===== src/rtl/trap_cmp_pkg.sv =====
package trap_cmp_pkg;
  // Relation slots; a slot index equals the mask bit that enables it.
  localparam int REL_N   = 5;
  localparam int REL_UGT = 0;
  localparam int REL_ULT = 1;
  localparam int REL_EQ  = 2;
  localparam int REL_SGT = 3;
  localparam int REL_SLT = 4;

  typedef logic [REL_N-1:0] rel_vec_t;
endpackage


===== src/rtl/trap_operand_prep.sv =====
module trap_operand_prep #(
  parameter int XLEN   = 64,
  parameter int WORD_W = 32
) (
  input  logic [XLEN-1:0] raw,
  input  logic            word,
  output logic [XLEN:0]   sx,   // signed view, one guard bit
  output logic [XLEN:0]   zx    // unsigned view, guard bit zero
);
  localparam int EXT_W = XLEN + 1 - WORD_W;

  generate
    if (WORD_W < XLEN) begin : g_two_widths
      always_comb begin
        if (word) begin
          sx = {{EXT_W{raw[WORD_W-1]}}, raw[WORD_W-1:0]};
          zx = {{EXT_W{1'b0}}, raw[WORD_W-1:0]};
        end else begin
          sx = {raw[XLEN-1], raw};
          zx = {1'b0, raw};
        end
      end
    end else begin : g_one_width
      logic unused_word;
      assign unused_word = word;
      assign sx = {raw[XLEN-1], raw};
      assign zx = {1'b0, raw};
    end
  endgenerate
endmodule


===== src/rtl/trap_relation_eval.sv =====
module trap_relation_eval
  import trap_cmp_pkg::*;
#(
  parameter int XLEN = 64
) (
  input  logic [XLEN:0]  a_sx,
  input  logic [XLEN:0]  a_zx,
  input  logic [XLEN:0]  b_sx,
  input  logic [XLEN:0]  b_zx,
  input  rel_vec_t       mask,
  output rel_vec_t       rel,
  output logic           hit
);
  rel_vec_t gated;

  // Guard bit lets every relation use a single signed comparator form.
  always_comb begin
    rel          = '0;
    rel[REL_SLT] = $signed(a_sx) < $signed(b_sx);
    rel[REL_SGT] = $signed(a_sx) > $signed(b_sx);
    rel[REL_EQ]  = a_zx == b_zx;
    rel[REL_ULT] = $signed(a_zx) < $signed(b_zx);
    rel[REL_UGT] = $signed(a_zx) > $signed(b_zx);
  end

  genvar gi;
  generate
    for (gi = 0; gi < REL_N; gi++) begin : g_gate
      assign gated[gi] = rel[gi] & mask[gi];
    end
  endgenerate

  assign hit = |gated;
endmodule


===== src/rtl/trap_result_stage.sv =====
module trap_result_stage #(
  parameter int              CODE_W    = 4,
  parameter logic [CODE_W-1:0] TRAP_CODE = 4'd3
) (
  input  logic              clk,
  input  logic              rst_n,
  input  logic              in_valid,
  output logic              in_ready,
  input  logic              hit,
  output logic              res_valid,
  input  logic              res_ready,
  output logic              res_trap,
  output logic [CODE_W-1:0] res_code
);
  logic take;

  assign in_ready = !res_valid || res_ready;
  assign take     = in_valid && in_ready;

  always_ff @(posedge clk) begin
    if (!rst_n) begin
      res_valid <= 1'b0;
      res_trap  <= 1'b0;
      res_code  <= '0;
    end else if (take) begin
      res_valid <= 1'b1;
      res_trap  <= hit;
      res_code  <= hit ? TRAP_CODE : '0;
    end else if (res_ready) begin
      res_valid <= 1'b0;
    end
  end
endmodule


===== src/rtl/trap_comparator.sv =====
module trap_comparator
  import trap_cmp_pkg::*;
#(
  parameter int                XLEN      = 64,
  parameter int                WORD_W    = 32,
  parameter int                CODE_W    = 4,
  parameter logic [CODE_W-1:0] TRAP_CODE = 4'd3
) (
  input  logic              clk,
  input  logic              rst_n,
  input  logic              in_valid,
  output logic              in_ready,
  input  logic [XLEN-1:0]   in_opa,
  input  logic [XLEN-1:0]   in_opb,
  input  logic [REL_N-1:0]  in_mask,
  input  logic              in_word,
  output logic              res_valid,
  input  logic              res_ready,
  output logic              res_trap,
  output logic [CODE_W-1:0] res_code
);
  logic [XLEN:0] a_sx, a_zx, b_sx, b_zx;
  rel_vec_t      rel;
  logic          hit;

  trap_operand_prep #(.XLEN(XLEN), .WORD_W(WORD_W)) u_prep_a (
    .raw(in_opa), .word(in_word), .sx(a_sx), .zx(a_zx));
  trap_operand_prep #(.XLEN(XLEN), .WORD_W(WORD_W)) u_prep_b (
    .raw(in_opb), .word(in_word), .sx(b_sx), .zx(b_zx));

  trap_relation_eval #(.XLEN(XLEN)) u_eval (
    .a_sx(a_sx), .a_zx(a_zx), .b_sx(b_sx), .b_zx(b_zx),
    .mask(in_mask), .rel(rel), .hit(hit));

  trap_result_stage #(.CODE_W(CODE_W), .TRAP_CODE(TRAP_CODE)) u_stage (
    .clk(clk), .rst_n(rst_n), .in_valid(in_valid), .in_ready(in_ready),
    .hit(hit), .res_valid(res_valid), .res_ready(res_ready),
    .res_trap(res_trap), .res_code(res_code));

  logic unused_rel;
  assign unused_rel = ^rel;
endmodule


===== config.mk =====
export PLATFORM = sky130hd
export DESIGN_NAME = trap_comparator
export DESIGN_NICKNAME = d
export VERILOG_FILES = /design/src/rtl/trap_cmp_pkg.sv /design/src/rtl/trap_operand_prep.sv /design/src/rtl/trap_relation_eval.sv /design/src/rtl/trap_result_stage.sv /design/src/rtl/trap_comparator.sv
export SDC_FILE = /design/constraint.sdc
export NUM_CORES = 1
export LEC_CHECK = 0
export ABC_AREA = 1
export BUFFER_PORTS_ARGS = -buffer_cell sky130_fd_sc_hd__buf_2
export CORE_ASPECT_RATIO = 0.8
export CORE_MARGIN = 10
export CORE_UTILIZATION = 51
export DETAILED_ROUTE_END_ITERATION = 16
export PLACE_DENSITY_LB_ADDON = 0.08
export SYNTH_ARGS = -nofsm -noshare
export SYNTH_HDL_FRONTEND = slang
export SYNTH_SLANG_ARGS = --single-unit

===== constraint.sdc =====
create_clock -name clk -period 2.7 [get_ports clk]
set_clock_uncertainty 0.1 [all_clocks]
set_input_delay 0 -clock clk [delete_from_list [all_inputs] [get_ports clk]]
set_output_delay 0 -clock clk [all_outputs]
set_load 0.02 [all_outputs]

-- Word level (Yosys, flattened, before mapping)
Cells that the tools add are included.
- flip-flop bits (word level): 6
- input bits: 138
- bitwise logic cells: 5
- order comparisons: 4
- eq/ne operators: 1
- multiplexer cells: 7
- reductions and logical operators: 5
- operator list (operator ; number):
    $mux 65 ; 2
    $mux 64 ; 2
    $gt 65x65->1 ; 1
    $lt 65x65->1 ; 1
    $eq 64x64->1 ; 1
    $gt 64x64->1 ; 1
    $lt 64x64->1 ; 1
    $and 1x1->1 ; 5
    $reduce_or 5->1 ; 1
    $mux 1 ; 2
    $mux 2 ; 1
    $reduce_bool 2->1 ; 1
    $logic_and 1x1->1 ; 1
    $logic_not 1->1 ; 1
    $logic_or 1x1->1 ; 1

-- Logic depth before layout (Yosys ltp)
- word-level depth: 5
- depth in mapped cells: 21
- mapped depth without buffers: 21

-- By module
Synthesis repeated with hierarchy kept, for this count alone.
- cell total of the unflattened synthesis: 1030
- area, all modules: 5880.6 µm²
- by module, submodules not included (module ; seq. area each (µm²) ; cells each ; area an instance (µm²) ; times used):
    trap_relation_eval ; 0.0 ; 672 ; 3882.5 ; 1
    trap_operand_prep ; 0.0 ; 171 ; 938.4 ; 2
    trap_result_stage ; 40.0 ; 16 ; 121.4 ; 1

-- Least setup slack after synthesis
Ideal clock, no wire load.
- path kind: input to register
- from: in in_word
- to: reg u_stage.res_code[0]
- library setup time: 0.109 ns
- path slack: 0.488 ns
- path buffers: 2
- arrival: 2.003 ns
- stages: 17
- cells stage by stage: clkbuf_1 inv_2 buf_1 a21oi_1 ha_1 inv_1 nor4_1 nor2b_1 nand2_1 nand2_1 nand2_1 nand2_2 nand2_1 nand3_1 nand3_1 nand2_1 inv_1
- cells in the longest elaborated chain, start to end: 5
- elaborated cells between the ends (all ways): 16
- those cells by class: order compare (4); eq/ne (1); mux (5); bitwise (5); reduce/logical (1)
- ends and longest elaborated chain (element ; RTL line ; source):
    start, declared ; trap_comparator.sv:16 ; input logic in_word,
    $mux 65 or $mux 64 (tied branches) ; trap_operand_prep.sv:15 ; if (word) begin
    $gt 65x65->1 (tied with other cells) ; trap_relation_eval.sv:20 ; rel[REL_SGT] = $signed(a_sx) > $signed(b_sx);
    $and 1x1->1 ; trap_relation_eval.sv:29 ; assign gated[gi] = rel[gi] & mask[gi];
    $reduce_or 5->1 * ; trap_relation_eval.sv:33 ; assign hit = |gated;
    $mux 2 * ; trap_result_stage.sv:28 ; res_code <= hit ? TRAP_CODE : '0;
    end signal, assigned ; trap_result_stage.sv:28 ;
    end, declared ; trap_result_stage.sv:13 ; output logic [CODE_W-1:0] res_code
Mark *: on every way between the ends. The rest lies on a longest branch, timed or not.
A chain may end at the register's enable or synchronous reset.

-- Final worst setup path
Ends and elaborated chain as after synthesis.

==> impl_metrics.py <==
metrics = {
    "critical_path": {
        "end_kind": "flip-flop",
        "path_cells": "buf_2, nand2_1, buf_4, o21ai_0, ha_1, inv_2, nor2_1, nand2_1, nor2_1, nand2_1, inv_1, nand3_1, nand3_1, nor2_1, nand2_2, nand2_1, nand3_1, nand3_1, nand2_1, inv_1",
        "critPathRequiredTime_ns": 2.70,
        "critPathKind": "primary input to flip-flop",
        "critical_path.most_common_cell": "nand2_1",
        "crit_slowest_cell": "ha_1",
        "startpoint_type": "primary input",
        "crit_path_max_fanout": 22,
        "cp.arrival_ns": 2.23,
        "worst_path_largest_cell_delay_ns": 0.36,
    },
    "clock_tree": {
        "cts_max_level": 1,
        "cts_root_buffer": "clkbuf_8",
        "cts_tree": "yes",
        "cts_buffers": 3,
        "numClockSinks": 2,
        "clk_latency_ns": 0.21,
        "clockBufferDepth": 2,
        "path_clk_slew_ns": 0.03,
    },
    "placement": {
        "hpwl_um": 9600,
        "gp_congestion": 0.859,
        "port_buffers": 142,
    },
    "synthesis": {
        "syn_avg_cell_area_sq_um": 5.57,
        "ys_types": 29,
        "synth_warnings": 0,
        "yosysTopAreaCellShare": 0.330,
        "synthMuxAreaShare": 0,
        "ys_top_cells_by_area": "ha_1, nand2_1, a21oi_1",
        "async_reset_ff_frac": 0,
        "synthSimpleGateAreaFrac": 0.309,
        "yosysSeqAreaShare": 0.0110,
        "ys.flop_type": "dfxtp_1",
        "yosysTopAreaCell": "ha_1",
        "syn_area_sq_um": 3630,
        "syn_inst": 652,
        "synth-xor-area-share": 0,
        "synth_edf_count": 0,
        "synth_fa_ha_area_frac": 0.330,
        "synth-compound-area-share": 0.212,
        "synth_top_family_by_area": "adder cells",
        "ys_ff_latch": 2,
    },
    "power": {
        "ir_worst_vdd_v": 0.0000883,
        "power_density_nw_per_um2": 200,
        "p_clk_frac": 0.129,
        "p_int_uw": 451,
        "p_switching_uw": 446,
        "p_leak_nw": 2.78,
        "power_frac_seq": 0.039,
        "switching_share": 0.497,
        "p_comb_frac": 0.832,
        "power_uw": 898,
    },
    "timing": {
        "finalCriticalPeriod_ns": 2.23,
        "setup_viol": 0,
        "rsz0062_at_grt": "no",
        "slew_violations": 0,
        "finalCritPeriodShare": 0.825,
        "finalHoldViolations": 0,
        "fmax_mhz": 449,
        "tns_ns": 0,
    },
    "final_layout": {
        "multiInputGateArea_sq_um": 3100,
        "layout_common_cells": "nand2_1, buf_2, inv_1",
        "final_common_cell": "nand2_1",
        "fillCellCount": 723,
        "nets": 1021,
        "seqCellArea_sq_um": 40.0,
        "layout-area-overhead-vs-synth_pct": 23.6,
        "num_antenna_cells": 0,
        "layout-drive-gt1-share": 0.206,
    },
    "global_routing": {
        "first_global_vias": 4389,
        "antenna_found_initial": 0,
        "grt_use_total": 0.190,
        "grt_max_degree": 48,
        "grt_overflow": 0,
        "grt_pass1_wl_um": 18400,
    },
    "detailed_routing": {
        "drt-total-wl_um": 10800,
        "ant_nets": 0,
        "drt_iter0_markers": 179,
        "dr.pass1.iters": 5,
        "wire_per_inst_um": 12.4,
        "drc": 0,
        "vias": 4467,
        "vias_per_cell": 5.12,
    },
    "die": {
        "die_h_um": 95.5,
        "dieArea_sq_um": 10900,
        "start_util": 0.527,
        "core_sq_um": 6890,
        "rows": 27,
        "pin_count": 145,
        "die_w_um": 114,
    },
    "job": {
        "max_cap_violations": 0,
    },
    "outcome": {
        "outcome": "complete, no violations",
    },
    "hold_path": {
        "hold_class": "primary input to flip-flop",
    },
}
[path summary, 6_finish.rpt]
check / startpoint / end / slack (ns) / cells past startpoint
worst max-delay path: in_word / u_stage.res_code[0]$_SDFFE_PN0P_ / 0.47 / 20
worst min register to register: u_stage.res_code[0]$_SDFFE_PN0P_ / u_stage.res_code[0]$_SDFFE_PN0P_ / 0.51 / 4
worst max register to register: u_stage.res_valid$_SDFFE_PN0P_ / u_stage.res_valid$_SDFFE_PN0P_ / 1.33 / 4
worst min-delay path: in_mask[4] / u_stage.res_code[0]$_SDFFE_PN0P_ / 0.06 / 5
[worst max-delay path, delay by kind of cell]
family / cells / cell delay (ns)
compound gates: 1 / 0.13
fa+ha+maj: 1 / 0.36
buf+inv: 5 / 0.58
simple gates: 13 / 1.14
[what timing repair did]
action,CTS,global route
setup buffers,0,0
endpoints found under the setup margin,0,1
hold buffers,2,0
endpoints found under the hold margin,1,0
resized for setup,0,1
[registers in the layout, indices dropped and copies added, names as in the netlist]
signal             flops
u_stage.res_code       1
u_stage.res_valid      1
[metal layers]
layer / GRT usage / part of all wire
met5: 0 / 0
met4: 0.0333 / 0.0090
met3: 0.0421 / 0.079
met2: 0.326 / 0.45
met1: 0.240 / 0.46
[cells by family after synthesis]
| group | after synthesis |
|---|---|
| flip-flops | 2 |
| AO/OA/AOI/OAI | 149 |
| AND/OR/NAND/NOR | 276 |
| other | 1 |
| buffers and inverters | 128 |
| adder cells (fa/ha/maj) | 96 |
[area by class of cell]
| cell class | instances | area share |
|---|---|---|
| multi-input cells | 523 | 0.690 |
| clock buffers | 3 | 0.00919 |
| inverters | 105 | 0.0877 |
| repair buffers | 152 | 0.180 |
| flip-flops and latches | 2 | 0.00891 |
| well taps | 87 | 0.0242 |
[Yosys cell counts (2+ instances only)]
master and instances:
ha_1 96, buf_4 4, a21oi_1 89, o21ai_0 49
inv_2 2, dfxtp_1 2, nand2_1 165, nand3_2 2
inv_1 103, nor2_1 72, nand2_2 2, clkbuf_1 18
o21a_1 6, nand3_1 19, nor4_1 2, nor2_2 2
nand4_1 7
[power groups by stage]
stage               registers (mW)  clock network, mW  logic [mW]
floorplan                   0.0382                  0       0.504
global placement            0.0352                  0       0.713
detailed placement          0.0354                  0       0.737
CTS                         0.0351              0.118       0.746
global route                0.0352              0.120       0.869
finish                      0.0349              0.116       0.747
[through the flow]
stage	utilization	cells	setup WS, ns	area, sq um	hold slack (ns)
after detailed placement	0.643	867	0.210	4430	0.149
after floorplan	-	653	0.488	3640	0.0315
final	0.652	872	0.473	4490	0.0583
after global routing	0.652	872	0.0593	4490	0.112
after CTS	0.652	872	0.409	4490	0.0500
after global placement	0.643	867	0.361	4430	0.143
(Power assumes the default switching activity.)
